--- src/rtl/rfs_pkg.sv ---
package rfs_pkg;

  typedef enum logic [1:0] {
    PS_INIT   = 2'd0,
    PS_SEQ    = 2'd1,
    PS_ACTIVE = 2'd2,
    PS_STBY   = 2'd3
  } pwr_state_e;

  // Faults in ACTIVE or STBY request power-down at once; others wait for a slot end.
  function automatic logic pd_is_immediate(input logic [1:0] st);
    return (st == 2'(PS_ACTIVE)) || (st == 2'(PS_STBY));
  endfunction

  // Number of consecutive asserted samples needed to accept a fault.
  function automatic int unsigned dgl_len(input logic long_sel,
                                          input int unsigned short_len,
                                          input int unsigned long_len);
    return long_sel ? long_len : short_len;
  endfunction

endpackage

--- src/rtl/rfs_deglitch.sv ---
module rfs_deglitch #(
  parameter int unsigned SHORT_LEN = 4,
  parameter int unsigned LONG_LEN  = 32,
  localparam int unsigned CW = $clog2(LONG_LEN + 1)
) (
  input  logic clk,
  input  logic rst_n,
  input  logic sample,
  input  logic long_sel,
  output logic hit
);

  logic [CW-1:0] cnt;
  logic [CW-1:0] limit;

  always_comb begin
    limit = CW'(rfs_pkg::dgl_len(long_sel, SHORT_LEN, LONG_LEN));
    hit   = sample && (cnt == limit - 1'b1);
  end

  always_ff @(posedge clk or negedge rst_n) begin
    if (!rst_n) begin
      cnt <= '0;
    end else if (!sample) begin
      cnt <= '0;
    end else if (cnt < limit) begin
      cnt <= cnt + 1'b1;
    end
  end

endmodule

--- src/rtl/rfs_scg_blank.sv ---
module rfs_scg_blank #(
  parameter int unsigned BW = 8
) (
  input  logic          clk,
  input  logic          rst_n,
  input  logic          en,
  input  logic [BW-1:0] len,
  output logic          blanked
);

  logic          en_q;
  logic [BW-1:0] cnt;
  logic          rise;

  always_comb begin
    rise    = en && !en_q;
    blanked = rise || (cnt != '0);
  end

  always_ff @(posedge clk or negedge rst_n) begin
    if (!rst_n) begin
      en_q <= 1'b0;
      cnt  <= '0;
    end else begin
      en_q <= en;
      if (!en)             cnt <= '0;
      else if (rise)       cnt <= len;
      else if (cnt != '0)  cnt <= cnt - 1'b1;
    end
  end

endmodule

--- src/rtl/rfs_rail.sv ---
module rfs_rail #(
  parameter int unsigned SHORT_LEN = 4,
  parameter int unsigned LONG_LEN  = 32,
  parameter int unsigned BW        = 8
) (
  input  logic          clk,
  input  logic          rst_n,
  input  logic          en,
  input  logic          trans,
  input  logic          uv_mask,
  input  logic          uv_raw,
  input  logic          oc_raw,
  input  logic          scg_raw,
  input  logic          oc_long_sel,
  input  logic [BW-1:0] blank_len,
  input  logic          clr_uv,
  input  logic          clr_oc,
  input  logic          clr_scg,
  output logic          uv_hit,
  output logic          oc_hit,
  output logic          scg_hit,
  output logic          scg_blanked,
  output logic          uv_flag,
  output logic          oc_flag,
  output logic          scg_flag,
  output logic          kill
);

  logic uv_live, oc_live, scg_live;

  always_comb begin
    uv_live  = uv_raw  && en && !trans && !uv_mask;
    oc_live  = oc_raw  && en && !trans;
    scg_live = scg_raw && en && !scg_blanked;
  end

  rfs_scg_blank #(.BW(BW)) u_blank (
    .clk(clk), .rst_n(rst_n), .en(en), .len(blank_len), .blanked(scg_blanked)
  );

  rfs_deglitch #(.SHORT_LEN(SHORT_LEN), .LONG_LEN(LONG_LEN)) u_dg_uv (
    .clk(clk), .rst_n(rst_n), .sample(uv_live), .long_sel(1'b0), .hit(uv_hit)
  );

  rfs_deglitch #(.SHORT_LEN(SHORT_LEN), .LONG_LEN(LONG_LEN)) u_dg_oc (
    .clk(clk), .rst_n(rst_n), .sample(oc_live), .long_sel(oc_long_sel), .hit(oc_hit)
  );

  rfs_deglitch #(.SHORT_LEN(SHORT_LEN), .LONG_LEN(LONG_LEN)) u_dg_scg (
    .clk(clk), .rst_n(rst_n), .sample(scg_live), .long_sel(1'b0), .hit(scg_hit)
  );

  always_ff @(posedge clk or negedge rst_n) begin
    if (!rst_n) begin
      uv_flag  <= 1'b0;
      oc_flag  <= 1'b0;
      scg_flag <= 1'b0;
      kill     <= 1'b0;
    end else begin
      uv_flag  <= (uv_flag  && !clr_uv)  || uv_hit;
      oc_flag  <= (oc_flag  && !clr_oc)  || oc_hit;
      scg_flag <= (scg_flag && !clr_scg) || scg_hit;
      if (!en)                   kill <= 1'b0;
      else if (oc_hit || scg_hit) kill <= 1'b1;
    end
  end

endmodule

--- src/rtl/rail_fault_supervisor.sv ---
module rail_fault_supervisor #(
  parameter int unsigned N_RAILS   = 4,
  parameter int unsigned SHORT_LEN = 4,
  parameter int unsigned LONG_LEN  = 32,
  parameter int unsigned BLANK_W   = 8
) (
  input  logic               clk,
  input  logic               rst_n,
  input  logic [1:0]         pwr_state,
  input  logic               slot_end,
  input  logic               oc_long_sel,
  input  logic [BLANK_W-1:0] scg_blank_len,
  input  logic [N_RAILS-1:0] rail_en,
  input  logic [N_RAILS-1:0] rail_trans,
  input  logic [N_RAILS-1:0] uv_mask,
  input  logic [N_RAILS-1:0] uv_raw,
  input  logic [N_RAILS-1:0] oc_raw,
  input  logic [N_RAILS-1:0] scg_raw,
  input  logic [N_RAILS-1:0] clr_uv,
  input  logic [N_RAILS-1:0] clr_oc,
  input  logic [N_RAILS-1:0] clr_scg,
  output logic [N_RAILS-1:0] rail_kill,
  output logic               pd_req,
  output logic [N_RAILS-1:0] uv_flag,
  output logic [N_RAILS-1:0] oc_flag,
  output logic [N_RAILS-1:0] scg_flag
);

  logic [N_RAILS-1:0] uv_hit, oc_hit, scg_hit, scg_blanked;
  logic any_hit, imm_mode, imm_hit, def_hit, pd_pend;

  for (genvar g = 0; g < N_RAILS; g++) begin : g_rail
    rfs_rail #(.SHORT_LEN(SHORT_LEN), .LONG_LEN(LONG_LEN), .BW(BLANK_W)) u_rail (
      .clk(clk), .rst_n(rst_n),
      .en(rail_en[g]), .trans(rail_trans[g]), .uv_mask(uv_mask[g]),
      .uv_raw(uv_raw[g]), .oc_raw(oc_raw[g]), .scg_raw(scg_raw[g]),
      .oc_long_sel(oc_long_sel), .blank_len(scg_blank_len),
      .clr_uv(clr_uv[g]), .clr_oc(clr_oc[g]), .clr_scg(clr_scg[g]),
      .uv_hit(uv_hit[g]), .oc_hit(oc_hit[g]), .scg_hit(scg_hit[g]),
      .scg_blanked(scg_blanked[g]),
      .uv_flag(uv_flag[g]), .oc_flag(oc_flag[g]), .scg_flag(scg_flag[g]),
      .kill(rail_kill[g])
    );
  end

  always_comb begin
    any_hit  = |(uv_hit | oc_hit | scg_hit);
    imm_mode = rfs_pkg::pd_is_immediate(pwr_state);
    imm_hit  = any_hit && imm_mode;
    def_hit  = any_hit && !imm_mode;
  end

  always_ff @(posedge clk or negedge rst_n) begin
    if (!rst_n) begin
      pd_req  <= 1'b0;
      pd_pend <= 1'b0;
    end else begin
      pd_req  <= imm_hit || (slot_end && (pd_pend || def_hit));
      pd_pend <= (pd_pend || def_hit) && !slot_end;
    end
  end

endmodule

--- config.mk ---
export PLATFORM = sky130hd
export DESIGN_NAME = rail_fault_supervisor
export DESIGN_NICKNAME = d
export VERILOG_FILES = /design/src/rtl/rfs_pkg.sv /design/src/rtl/rfs_deglitch.sv /design/src/rtl/rfs_scg_blank.sv /design/src/rtl/rfs_rail.sv /design/src/rtl/rail_fault_supervisor.sv
export SDC_FILE = /design/constraint.sdc
export NUM_CORES = 1
export LEC_CHECK = 0
export ABC_CLOCK_PERIOD_IN_PS = 1920
export BUFFER_PORTS_ARGS = -buffer_cell sky130_fd_sc_hd__buf_2
export CORE_AREA = 2 2 130 132
export DETAILED_ROUTE_END_ITERATION = 10
export DIE_AREA = 0 0 132 134
export PLACE_DENSITY_LB_ADDON = 0.08
export SYNTH_ARGS = -nofsm -noshare
export SYNTH_HDL_FRONTEND = slang
export SYNTH_SLANG_ARGS = --single-unit
export TNS_END_PERCENT = 5
--- constraint.sdc ---
create_clock -name clk -period 1.92 [get_ports clk]
set_clock_uncertainty 0.15 [all_clocks]
set_input_delay 0.384 -clock clk [delete_from_list [all_inputs] [get_ports clk]]
set_output_delay 0.384 -clock clk [all_outputs]
set_load 0.02 [all_outputs]
==> results.yml <==
critical_path:
  cp_max_fo: 3
  endpoint_kind: "flip-flop"
  path_class: "reg -> reg"
  worstPathArrival_ns: 2.10
  cp_data_required_time_ns: 2.09
  start_kind: "flip-flop"
  rrSetupSlack_ns: -0.004
synth:
  synth_area_per_cell_sq_um: 10.7
  yosysSeqAreaShare: 0.495
  ys_types: 52
  synth_async_sr_flop_share: 1.00
  synthCells: 596
  ys.flop_type: "dfrtp_1"
  ys_ff_latch: 126
  yosys.area.top_type: "dfrtp_1"
  syn-num-nets: 674
  synth_area_sq_um: 6370
  synth_edf_count: 0
  synth_common_cells: "dfrtp_1 (126), nor2_1 (84), nand2_1 (45), inv_1 (30), xnor2_1 (30)"
  synth_area_leaders: "dfrtp_1 (49%), ha_1 (5.5%), nor2_1 (4.9%), xnor2_1 (4.1%), xor2_1 (3.2%)"
  yosysWarnings: 0
  yosysMostFrequentCell: "dfrtp_1"
  synth_top_area_frac: 0.495
layout:
  postLayoutCoreUtil: 0.500
  drive_gt1_frac: 0.279
  syn_to_final_growth_pct: 27.7
  antenna_cells: 0
  nets: 818
  fillers: 1497
floorplanning:
  rows: 47
  initial_core_util: 0.391
  core-area_sq_um: 16300
  pin_count: 67
  fp.dieArea_sq_um: 17700
  die_y_microns: 134
  die_x_microns: 132
sta:
  tightest_slew_ns: 0.465
  max_slew_margin: 0.686
  setup_tns_ns: -0.00365
  worst_slack_ns: -0.00365
  max_freq_mhz: 520
  rsz0062_at_grt: "true"
  drv_slew: 0
  layout_min_cycle_time_ns: 1.92
  hold_viol: 0
  fin_crit_sh: 1.00
  setup-violations-final: 1
grt:
  track_usage: 0.170
  grt_max_degree: 37
  grt_overflow: 0
  antenna_found_initial: 0
  first_global_vias: 4898
  grt_first_pass_wirelength_microns: 23800
clocking:
  clk_latency_ns: 0.42
  cts_max_path_buffers: 2
  cts_tree: "built"
  cts_max_level: 4
  clkTransAtPathRegs_ns: 0.05
  clkSinkCount: 126
  cts_buffers: 17
  root_buffer: "clkbuf_16"
pwr:
  ir_worst_vdd_mv: 0.611
  p_per_area_nw_per_um2: 825
  power.leakage_nw: 3.94
place:
  dpl_worst_slack_ns: -0.161
  portBuffers: 65
  globalplace.congestion: 0.808
  dp_hpwl_microns: 10300
outcome:
  outcome: "finished, violations left"
  violations: "setup timing"
route:
  drc: 0
  dr.first_iter.drc_count: 174
  num_vias: 4679
  ant_nets: 0
  dr.pass1.iters: 4
  wirelength_microns: 13900
  wl_per_cell_microns: 14.3
  vias_per_cell: 4.81
run:
  max_cap_violations: 0
min_path:
  hp-class: "in -> reg"
-- stage by stage --
stage	total power [mW]	hold WS, ns	instance area [sq um]	cells
floorplan	3.30	-0.0616	6370	596
global placement	3.65	0.193	7390	927
detailed placement	3.66	0.191	7390	927
CTS	6.81	0.00233	8110	972
global route	7.03	0.0322	8140	972
finish	6.71	0.0221	8140	972
-- layout make-up --
| type | instances | area, sq um | share of cell area |
|---|---|---|---|
| clock buffer | 18 | 439 | 0.0540 |
| clock inverter | 13 | 124 | 0.0152 |
| inverter | 30 | 115 | 0.0141 |
| multi-input combinational | 415 | 3000 | 0.368 |
| sequential | 126 | 3150 | 0.387 |
| tap | 220 | 275 | 0.0338 |
| timing repair buffer | 150 | 1040 | 0.127 |
-- worst max-delay path, cell delays in order (launching register included) --
cell and delay, ns:
dfrtp_1 0.39, inv_1 0.10, ha_1 0.24, nor3b_1 0.28, o2111ai_2 0.24, o21ai_4 0.15
nor2_2 0.06, a221oi_2 0.23
-- worst paths after layout --
kind | startpoint | endpoint | depth (start not counted)
worst max-delay path | g_rail[3].u_rail.u_dg_oc.cnt[2]$_DFFE_PN0P_ | pd_pend$_DFF_PN0_ | 7
worst min-delay path | clr_scg[1] | g_rail[1].u_rail.scg_flag$_DFF_PN0_ | 2
worst max register to register | g_rail[3].u_rail.u_dg_oc.cnt[2]$_DFFE_PN0P_ | pd_pend$_DFF_PN0_ | 7
worst min register to register | g_rail[3].u_rail.kill$_DFFE_PN0P_ | g_rail[3].u_rail.kill$_DFFE_PN0P_ | 1
max in group asynchronous | rst_n | g_rail[1].u_rail.u_blank.cnt[3]$_DFFE_PN0P_ | 3
min in group asynchronous | rst_n | g_rail[3].u_rail.u_dg_oc.cnt[0]$_DFFE_PN0P_ | 2
-- sequential cells by signal, indices dropped and copies added (netlist names) --
name / cells
g_rail.u_rail.u_blank.cnt: 32
g_rail.u_rail.u_dg_oc.cnt: 24
g_rail.u_rail.u_dg_scg.cnt: 24
g_rail.u_rail.u_dg_uv.cnt: 24
g_rail.u_rail.kill: 4
g_rail.u_rail.oc_flag: 4
g_rail.u_rail.scg_flag: 4
g_rail.u_rail.u_blank.en_q: 4
g_rail.u_rail.uv_flag: 4
pd_pend: 1
pd_req: 1
-- repair_timing --
item,4_1_cts,5_1_grt
buffers inserted,1,0
pin swaps,5,2
hold buffers,13,0
setup endpoints to repair,1,17
resized for setup,4,6
endpoints found under the hold margin,35,0
-- kinds of logic (layout without fill, tap and decap cells) --
kind of cell             count (synthesis)  in the layout  synth area share
AND/OR/NAND/NOR                        246            246             0.225
flip-flops                             126            126             0.495
AO/OA/AOI/OAI                           75             75            0.0896
buffers and inverters                   55            211            0.0422
XOR/XNOR                                53             53            0.0729
adder cells (fa/ha/maj)                 28             28            0.0550
multiplexers                            13             13            0.0204
-- per-layer routing --
| layer | share of wire | global-route usage | routed length (microns) | vias up |
|---|---|---|---|---|
| met5 | 0 | 0 | 0 | - |
| met3 | 0.035 | 0.0397 | 481 | 17 |
| met4 | 0.018 | 0.0713 | 247 | 0 |
| li1 | - | - | - | 2338 |
| met2 | 0.47 | 0.273 | 6480 | 66 |
| met1 | 0.48 | 0.222 | 6680 | 2258 |
-- cell usage in the layout (no fill, tap or decap), types with 14 or more instances in the layout --
| cell | netlist | layout |
|---|---|---|
| buf_4 | 16 | 70 |
| and3_1 | 17 | 17 |
| and2_1 | 16 | 16 |
| nor2_1 | 84 | 84 |
| o21ai_0 | 17 | 17 |
| xor2_1 | 23 | 23 |
| clkbuf_16 | 0 | 17 |
| a211oi_1 | 22 | 22 |
| nand2_1 | 45 | 45 |
| nand4_1 | 14 | 14 |
| ha_1 | 28 | 26 |
| inv_1 | 30 | 28 |
| dfrtp_1 | 126 | 126 |
| xnor2_1 | 30 | 30 |
| buf_2 | 2 | 64 |
-- where the power goes --
part / internal, mW / switching [mW]
sequential: 2.74 / 0.0825
combinational: 0.402 / 0.415
clock: 1.91 / 1.16
Power figures use the tool's default switching activity.
